## src/rtl/wreg_bridge_pkg.sv

```systemverilog
// Package: offsets, status bit positions and the decode type shared by the
// bridge modules. Offsets are byte addresses on the 32-bit bus.
package wreg_bridge_pkg;
    localparam int BUS_AW = 6;

    localparam logic [BUS_AW-1:0] OFS_WIN_HI = 6'h00;
    localparam logic [BUS_AW-1:0] OFS_WIN_LO = 6'h04;
    localparam logic [BUS_AW-1:0] OFS_CMD    = 6'h08;
    localparam logic [BUS_AW-1:0] OFS_CLEAR  = 6'h18;
    localparam logic [BUS_AW-1:0] OFS_STAT   = 6'h1C;
    localparam logic [BUS_AW-1:0] OFS_IRQ    = 6'h20;

    localparam int ST_BUSY = 0;
    localparam int ST_TMO  = 1;
    localparam int ST_NACK = 2;
    localparam int ST_ANY  = 31;
    localparam int CMD_DIR = 31;

    typedef enum logic [2:0] {
        SEL_NONE, SEL_WIN_HI, SEL_WIN_LO, SEL_CMD, SEL_CLEAR, SEL_STAT, SEL_IRQ
    } reg_sel_e;

    // Map a bus byte offset onto one register of the bridge.
    function automatic reg_sel_e decode_ofs(input logic [BUS_AW-1:0] a);
        case (a)
            OFS_WIN_HI: return SEL_WIN_HI;
            OFS_WIN_LO: return SEL_WIN_LO;
            OFS_CMD:    return SEL_CMD;
            OFS_CLEAR:  return SEL_CLEAR;
            OFS_STAT:   return SEL_STAT;
            OFS_IRQ:    return SEL_IRQ;
            default:    return SEL_NONE;
        endcase
    endfunction
endpackage

```

## src/rtl/wreg_bridge_regs.sv

```systemverilog
// Bus-side register file: decodes offsets, holds the two data windows, the
// last command word and the interrupt enable, and builds the read data.
// Assumes bus accesses last one cycle and reads are combinational.
module wreg_bridge_regs
    import wreg_bridge_pkg::*;
#(
    parameter int IADDR_W = 8
) (
    input  logic               clk,
    input  logic               rst_n,
    input  logic               bus_sel,
    input  logic               bus_wr,
    input  logic [BUS_AW-1:0]  bus_addr,
    input  logic [31:0]        bus_wdata,
    output logic [31:0]        bus_rdata,
    input  logic               busy,
    input  logic               cap_valid,
    input  logic [63:0]        cap_data,
    input  logic               err_tmo,
    input  logic               err_nack,
    input  logic               err_any,
    output logic [63:0]        staged,
    output logic               cmd_start,
    output logic               cmd_we,
    output logic [IADDR_W-1:0] cmd_addr,
    output logic               clr_err,
    output logic               irq_en
);
    reg_sel_e    sel;
    logic        wr_hit;
    logic [31:0] win_hi;
    logic [31:0] win_lo;
    logic [31:0] cmd_q;
    logic [31:0] stat_word;

    // Decode the current bus offset.
    always_comb sel = decode_ofs(bus_addr);

    assign wr_hit    = bus_sel && bus_wr;
    assign cmd_start = wr_hit && (sel == SEL_CMD) && !busy;
    assign cmd_we    = bus_wdata[CMD_DIR];
    assign cmd_addr  = bus_wdata[IADDR_W-1:0];
    assign clr_err   = wr_hit && (sel == SEL_CLEAR);
    assign staged    = {win_hi, win_lo};

    // Data windows: bus writes when idle, inner read capture otherwise.
    always_ff @(posedge clk) begin
        if (!rst_n) begin
            win_hi <= '0;
            win_lo <= '0;
        end else if (cap_valid) begin
            win_hi <= cap_data[63:32];
            win_lo <= cap_data[31:0];
        end else if (wr_hit && !busy) begin
            if (sel == SEL_WIN_HI) win_hi <= bus_wdata;
            if (sel == SEL_WIN_LO) win_lo <= bus_wdata;
        end
    end

    // Command word copy for readback, accepted only when idle.
    always_ff @(posedge clk) begin
        if (!rst_n)          cmd_q <= '0;
        else if (cmd_start)  cmd_q <= bus_wdata;
    end

    // Interrupt enable register.
    always_ff @(posedge clk) begin
        if (!rst_n)                          irq_en <= 1'b0;
        else if (wr_hit && sel == SEL_IRQ)   irq_en <= bus_wdata[0];
    end

    // Status word assembly.
    always_comb begin
        stat_word          = '0;
        stat_word[ST_BUSY] = busy;
        stat_word[ST_TMO]  = err_tmo;
        stat_word[ST_NACK] = err_nack;
        stat_word[ST_ANY]  = err_any;
    end

    // Read data multiplexer.
    always_comb begin
        case (sel)
            SEL_WIN_HI: bus_rdata = win_hi;
            SEL_WIN_LO: bus_rdata = win_lo;
            SEL_CMD:    bus_rdata = cmd_q;
            SEL_STAT:   bus_rdata = stat_word;
            SEL_IRQ:    bus_rdata = {31'b0, irq_en};
            default:    bus_rdata = '0;
        endcase
    end

    // Windows do not move while an access is in flight, except by capture.
    p_win_frozen_r6: assert property (@(posedge clk) disable iff (!rst_n)
        busy && !cap_valid |=> $stable(win_hi) && $stable(win_lo));

    // A capture lands both halves in the windows.
    p_capture_r4: assert property (@(posedge clk) disable iff (!rst_n)
        cap_valid |=> staged == $past(cap_data));
endmodule

```

## src/rtl/wreg_bridge_seq.sv

```systemverilog
// Inner access sequencer: latches a started command, holds the request until
// acknowledge or timeout, and reports capture, error and timeout events.
// Assumes the inner side acknowledges for at most one cycle per request.
module wreg_bridge_seq #(
    parameter int IADDR_W = 8,
    parameter int TIMEOUT = 16,
    localparam int CW = $clog2(TIMEOUT + 1)
) (
    input  logic               clk,
    input  logic               rst_n,
    input  logic               start,
    input  logic               start_we,
    input  logic [IADDR_W-1:0] start_addr,
    output logic               req,
    output logic               req_we,
    output logic [IADDR_W-1:0] req_addr,
    input  logic               ack,
    input  logic               ack_err,
    input  logic [63:0]        rdata,
    output logic               cap_valid,
    output logic [63:0]        cap_data,
    output logic               nack_evt,
    output logic               tmo_evt
);
    logic [CW-1:0] wait_cnt;
    logic          done;

    assign tmo_evt   = req && !ack && (wait_cnt == CW'(TIMEOUT - 1));
    assign done      = req && (ack || tmo_evt);
    assign cap_valid = req && ack && !ack_err && !req_we;
    assign cap_data  = rdata;
    assign nack_evt  = req && ack && ack_err;

    // Request register, latched command and wait counter.
    always_ff @(posedge clk) begin
        if (!rst_n) begin
            req      <= 1'b0;
            req_we   <= 1'b0;
            req_addr <= '0;
            wait_cnt <= '0;
        end else if (done) begin
            req      <= 1'b0;
            wait_cnt <= '0;
        end else if (req) begin
            wait_cnt <= wait_cnt + 1'b1;
        end else if (start) begin
            req      <= 1'b1;
            req_we   <= start_we;
            req_addr <= start_addr;
            wait_cnt <= '0;
        end
    end

    p_req_hold_r5: assert property (@(posedge clk) disable iff (!rst_n)
        req && !ack && !tmo_evt |=> req && $stable(req_addr) && $stable(req_we));

    p_req_drop_r5: assert property (@(posedge clk) disable iff (!rst_n)
        req && ack |=> !req);

    p_start_r3: assert property (@(posedge clk) disable iff (!rst_n)
        !req && start |=> req && req_addr == $past(start_addr) && req_we == $past(start_we));

    p_tmo_drop_r8: assert property (@(posedge clk) disable iff (!rst_n)
        tmo_evt |=> !req);
endmodule

```

## src/rtl/wreg_bridge_err.sv

```systemverilog
// Sticky error capture: timeout and error-acknowledge flags, cleared by a
// write to the clear register; a new error in the clearing cycle is kept.
module wreg_bridge_err (
    input  logic clk,
    input  logic rst_n,
    input  logic nack_evt,
    input  logic tmo_evt,
    input  logic clr,
    output logic err_nack,
    output logic err_tmo,
    output logic err_any
);
    // Sticky flag update, set over clear.
    always_ff @(posedge clk) begin
        if (!rst_n) begin
            err_nack <= 1'b0;
            err_tmo  <= 1'b0;
        end else begin
            err_nack <= nack_evt || (err_nack && !clr);
            err_tmo  <= tmo_evt  || (err_tmo  && !clr);
        end
    end

    assign err_any = err_nack || err_tmo;

    p_nack_sticky_r9: assert property (@(posedge clk) disable iff (!rst_n)
        err_nack && !clr |=> err_nack);

    p_tmo_set_r8: assert property (@(posedge clk) disable iff (!rst_n)
        tmo_evt |=> err_tmo);

    p_nack_set_r7: assert property (@(posedge clk) disable iff (!rst_n)
        nack_evt |=> err_nack);

    p_clear_r9: assert property (@(posedge clk) disable iff (!rst_n)
        clr && !nack_evt && !tmo_evt |=> !err_any);
endmodule

```

## src/rtl/wreg_bridge.sv

```systemverilog
// Top of the wide-register bridge: ties the bus register file, the inner
// sequencer and the error capture together and drives the interrupt.
module wreg_bridge #(
    parameter int IADDR_W = 8,
    parameter int TIMEOUT = 16
) (
    input  logic               clk,
    input  logic               rst_n,
    input  logic               bus_sel,
    input  logic               bus_wr,
    input  logic [5:0]         bus_addr,
    input  logic [31:0]        bus_wdata,
    output logic [31:0]        bus_rdata,
    output logic               in_req,
    output logic               in_we,
    output logic [IADDR_W-1:0] in_addr,
    output logic [63:0]        in_wdata,
    input  logic               in_ack,
    input  logic               in_err,
    input  logic [63:0]        in_rdata,
    output logic               irq
);
    logic               cap_valid;
    logic [63:0]        cap_data;
    logic               err_tmo;
    logic               err_nack;
    logic               err_any;
    logic               cmd_start;
    logic               cmd_we;
    logic [IADDR_W-1:0] cmd_addr;
    logic               clr_err;
    logic               irq_en;
    logic               nack_evt;
    logic               tmo_evt;

    wreg_bridge_regs #(.IADDR_W(IADDR_W)) u_regs (
        .clk(clk), .rst_n(rst_n),
        .bus_sel(bus_sel), .bus_wr(bus_wr), .bus_addr(bus_addr),
        .bus_wdata(bus_wdata), .bus_rdata(bus_rdata),
        .busy(in_req), .cap_valid(cap_valid), .cap_data(cap_data),
        .err_tmo(err_tmo), .err_nack(err_nack), .err_any(err_any),
        .staged(in_wdata), .cmd_start(cmd_start), .cmd_we(cmd_we),
        .cmd_addr(cmd_addr), .clr_err(clr_err), .irq_en(irq_en)
    );

    wreg_bridge_seq #(.IADDR_W(IADDR_W), .TIMEOUT(TIMEOUT)) u_seq (
        .clk(clk), .rst_n(rst_n),
        .start(cmd_start), .start_we(cmd_we), .start_addr(cmd_addr),
        .req(in_req), .req_we(in_we), .req_addr(in_addr),
        .ack(in_ack), .ack_err(in_err), .rdata(in_rdata),
        .cap_valid(cap_valid), .cap_data(cap_data),
        .nack_evt(nack_evt), .tmo_evt(tmo_evt)
    );

    wreg_bridge_err u_err (
        .clk(clk), .rst_n(rst_n),
        .nack_evt(nack_evt), .tmo_evt(tmo_evt), .clr(clr_err),
        .err_nack(err_nack), .err_tmo(err_tmo), .err_any(err_any)
    );

    assign irq = irq_en && err_any;

    p_irq_r10: assert property (@(posedge clk) disable iff (!rst_n)
        irq |-> err_any);

    p_wdata_hold_r3: assert property (@(posedge clk) disable iff (!rst_n)
        in_req && !in_ack |=> $stable(in_wdata) || !in_req);
endmodule

```

## config.mk

```make
export PLATFORM = sky130hd
export DESIGN_NAME = wreg_bridge
export DESIGN_NICKNAME = d
export VERILOG_FILES = /design/src/rtl/wreg_bridge_pkg.sv /design/src/rtl/wreg_bridge_regs.sv /design/src/rtl/wreg_bridge_seq.sv /design/src/rtl/wreg_bridge_err.sv /design/src/rtl/wreg_bridge.sv
export SDC_FILE = /design/constraint.sdc
export NUM_CORES = 1
export LEC_CHECK = 0
export ABC_AREA = 0
export BUFFER_PORTS_ARGS = -buffer_cell sky130_fd_sc_hd__clkbuf_2
export CORE_MARGIN = 2
export CORE_UTILIZATION = 40
export DETAILED_ROUTE_END_ITERATION = 7
export PLACE_DENSITY_LB_ADDON = 0.12
export SETUP_SLACK_MARGIN = 0.02
export SLEW_MARGIN = 10
export SYNTH_ARGS = -nofsm -noshare
export SYNTH_HDL_FRONTEND = slang
export SYNTH_SLANG_ARGS = --single-unit
```

## constraint.sdc

```tcl
create_clock -name clk -period 2.2 [get_ports clk]
set_clock_uncertainty 0.05 [all_clocks]
set_input_delay 0.44 -clock clk [delete_from_list [all_inputs] [get_ports clk]]
set_output_delay 0.44 -clock clk [all_outputs]
set_load 0.005 [all_outputs]
```

==> flow_summary.rst <==
.. list-table::
   :header-rows: 1

   * - Metric
     - Value
   * - Die area
     - 0.0133 mm^2
   * - Critical path capture point type
     - output port
   * - Total via count after detailed routing
     - 5508
   * - Most common cell after layout, fill and taps aside
     - sky130_fd_sc_hd__clkbuf_2
   * - Reg2reg end
     - u_seq.wait_cnt[4]
   * - Top-area cell type share of the netlist area
     - 42.3%
   * - First-pass GRT wire length
     - 26000 um
   * - HPWL after detailed placement
     - 11600 um
   * - Number of unique standard cell types used by synthesis
     - 42
   * - Switching Fraction
     - 22.0%
   * - ANT nets after route
     - 0
   * - Clock-pin transition on the worst setup and hold timing paths
     - 0.07 ns
   * - DRC errors left
     - 0
   * - Cells taking the most area after synthesis
     - sky130_fd_sc_hd__dfxtp_1 42%, sky130_fd_sc_hd__nand2_1 15%, sky130_fd_sc_hd__a31oi_1 8.1%, sky130_fd_sc_hd__o21ai_0 6.7%, sky130_fd_sc_hd__a222oi_1 6.3%
   * - R2r setup slk
     - 0.36 ns
   * - FMAX
     - 442 MHz
   * - Hold buffers post-CTS
     - 0
   * - Gate count of the mapped netlist
     - 649
   * - Placed instance count
     - 993
   * - Warnings, synthesis
     - 0
   * - Asr flop ratio synth
     - 0%
   * - Weighted congestion reported at the end of routability-driven placement
     - 0.949
   * - Transition time of the tightest slew-check pin
     - 0.376 ns
   * - Combined flip-flop and latch cell area
     - 0.00210 mm^2
   * - Total of endpoints with negative setup slack in the final report
     - 32
   * - Post-route clock period utilization
     - 103%
   * - Final cell utilization of the core
     - 54.5%
   * - Number of detailed-routing iterations run before antenna repair
     - 6
   * - Root Driver
     - sky130_fd_sc_hd__clkbuf_16
   * - Startpoint-to-endpoint class of the critical path
     - in -> out
   * - Number of H-tree levels
     - 3
   * - Placement row count
     - 40
   * - Clock power frac
     - 42.6%
   * - Cell-internal power
     - 0.00294 W
   * - Run status
     - finished, violations left
   * - Die Width
     - 115 um
   * - Final hold violation count
     - 0
   * - Proportion of synthesized chip area in sequential cells
     - 42.3%
   * - Leading register cell type out of synthesis
     - sky130_fd_sc_hd__dfxtp_1
   * - Total track usage
     - 24.5%
   * - Count of clock tree sinks
     - 105
   * - Worst R2R Start
     - u_seq.wait_cnt[0]
   * - Total count of max-transition violations in the final report
     - 0
   * - Reported net switching power
     - 0.000827 W
   * - Largest net degree at the start of global routing
     - 103
   * - Number of standard cells in the final layout excluding fillers
     - 1010
   * - I/O pin cnt
     - 215
   * - Startpoint type of the worst setup path
     - primary input
   * - Total design power
     - 0.00376 W
   * - Slew HR
     - 74.7%
   * - Cell taking the most area after synthesis
     - sky130_fd_sc_hd__dfxtp_1
   * - Top fanout value on the critical path
     - 5
   * - Detailed-route wire length per cell
     - 16.5 um
   * - Clock tree from TritonCTS
     - done
   * - Port Buffer Count
     - 214
   * - Sequential cell fraction of total power
     - 50.7%
   * - Hold Path Origin
     - bus_wdata[13]
   * - Worst voltage drop across the vdd grid
     - 0.000339 V
   * - Number of vias per cell after detailed routing
     - 5.45
   * - Die height
     - 115 um
   * - Area of the placeable core
     - 0.0121 mm^2
   * - Max Cap Viol
     - 0
   * - Layout cells sized above 1
     - 31.9%
   * - Post-Syn Area
     - 0.00496 mm^2
   * - Register bit total from synthesis
     - 105
   * - Arrival time at the worst endpoint
     - 1.77 ns
   * - Total leakage power
     - 2.88 nW
   * - Vias in the first global route
     - 5143
   * - Syn Nets
     - 759
   * - Total power divided by cell area
     - 572 mW/mm^2
   * - Clk buf depth
     - 2
   * - Period minus WS final
     - 2.26 ns
   * - Post-CTS Setup Inserts
     - 0
   * - Worst Hold Slack
     - 0.298 ns
   * - Starting DRT DRC Count
     - 522
   * - Part of the power in combinational logic
     - 6.6%
   * - Instance count along the most critical hold path
     - 3
   * - Filler Cell Count
     - 1195
   * - Synthesized area per cell
     - 7.65 um^2
   * - Tightest Hold Check Type
     - in -> reg
   * - Final setup margin
     - -0.0648 ns
   * - Synthesis-to-layout area growth
     - 32.5%
   * - Routed wire length
     - 16700 um
   * - Post-layout net count
     - 947
   * - Setup repair after global routing missed its margin
     - true
   * - WHS Endpoint
     - u_regs.cmd_q[13]
   * - Worst reg2reg path depth
     - 6
   * - Violated checks
     - negative setup slack
   * - Initial Utilization
     - 41.2%
   * - Insertion delay to the later sink of the worst-skew pair
     - 0.34 ns
   * - Initial antenna violation count
     - 0
   * - Cts bufs inserted
     - 9
   * - Data required time of the critical path
     - 1.71 ns
   * - Multi-input logic area
     - 0.00244 mm^2
   * - Commonest cells after routing, fill and taps aside
     - 212 x sky130_fd_sc_hd__clkbuf_2, 203 x sky130_fd_sc_hd__nand2_1, 105 x sky130_fd_sc_hd__dfxtp_1, 66 x sky130_fd_sc_hd__o21ai_0, 64 x sky130_fd_sc_hd__a31oi_1
   * - EDFF count, synth
     - 0
   * - Diode insertion count for antenna repair
     - 0
   * - Global-route congestion overflow total
     - 0
per-layer routing:
| layer | part of all wire (%) | routed length (um) | track usage [%] |
|---|---|---|---|
| met4 | 2.0 | 330 | 8.27 |
| met2 | 49 | 8110 | 41.2 |
| met5 | 0 | 0 | 0 |
| met3 | 7.6 | 1270 | 3.90 |
| met1 | 42 | 6970 | 31.9 |
how the worst max path moves through the flow:
| stage | to | startpoint | slack [ns] |
|---|---|---|---|
| 6_report | bus_rdata[0] | bus_addr[3] | -0.06 |
| 3_5_place_dp | bus_rdata[7] | bus_addr[1] | -0.11 |
| 2_1_floorplan | bus_rdata[10] | bus_addr[3] | 0.04 |
| 4_1_cts | bus_rdata[0] | bus_addr[2] | -0.05 |
| 5_1_grt | bus_rdata[15] | bus_addr[2] | -0.11 |
| 3_3_place_gp | bus_rdata[7] | bus_addr[1] | -0.09 |
cells by family after synthesis:
group	synth area share [%]
fa+ha+maj	0.504
simple gates	20.2
mux	0.202
buf+inv	9.28
flops	42.3
compound gates	27.3
xor+xnor	0.176
flip-flops by register name, summed over array words and instances, names as in the netlist:
register        flops
u_regs.win_lo      32
u_seq.req_addr      8
u_seq.wait_cnt      5
u_err.err_tmo       1
u_seq.req           1
u_err.err_nack      1
u_regs.win_hi      32
u_regs.irq_en       1
u_seq.req_we        1
u_regs.cmd_q       23
per-stage QoR:
step           setup TNS (ns)  cell area (um^2)  setup slack (ns)
4_1_cts                -0.810              6530           -0.0522
2_1_floorplan               0              4960            0.0380
5_1_grt                 -2.77              6580            -0.114
3_3_place_gp            -2.07              6210           -0.0950
6_report               -0.870              6580           -0.0648
3_5_place_dp            -3.43              6210            -0.107
cell usage after synthesis, types with 4 or more instances:
master,instances
sky130_fd_sc_hd__a21boi_1,29
sky130_fd_sc_hd__a222oi_1,31
sky130_fd_sc_hd__a31oi_1,64
sky130_fd_sc_hd__buf_2,14
sky130_fd_sc_hd__buf_4,8
sky130_fd_sc_hd__buf_6,6
sky130_fd_sc_hd__clkbuf_1,38
sky130_fd_sc_hd__dfxtp_1,105
sky130_fd_sc_hd__inv_1,32
sky130_fd_sc_hd__nand2_1,203
sky130_fd_sc_hd__nand3_1,4
sky130_fd_sc_hd__nor2b_1,5
sky130_fd_sc_hd__o21ai_0,66
critical path, stage by stage:
cell                       delay (ns)
sky130_fd_sc_hd__clkbuf_2        0.12
sky130_fd_sc_hd__or4_4           0.57
sky130_fd_sc_hd__buf_4           0.18
sky130_fd_sc_hd__nor3_1          0.16
sky130_fd_sc_hd__a22oi_1         0.11
sky130_fd_sc_hd__nand2_1         0.09
sky130_fd_sc_hd__clkbuf_2        0.11
repair_timing:
item | in CTS | in global routing
endpoints found under the setup margin | 32 | 32
gates cloned | 0 | 1
gates resized for setup | 5 | 15
power groups by stage:
stage	Combinational (W)	Clock, W	Sequential (W)
floorplan	0.0000839	0	0.00195
global placement	0.000238	0	0.00195
detailed placement	0.000241	0	0.00195
CTS	0.000244	0.00164	0.00191
global route	0.000271	0.00173	0.00191
finish	0.000250	0.00160	0.00191
area by class of cell:
cell class	count	share of cell area, %
Clock inverter	5	0.818
Sequential cell	105	32.0
Inverter	32	1.83
Timing Repair Buffer	243	21.4
Tap cell	168	3.20
Multi-Input combinational cell	446	37.1
Clock buffer	11	3.69
(Power assumes the default switching activity.)
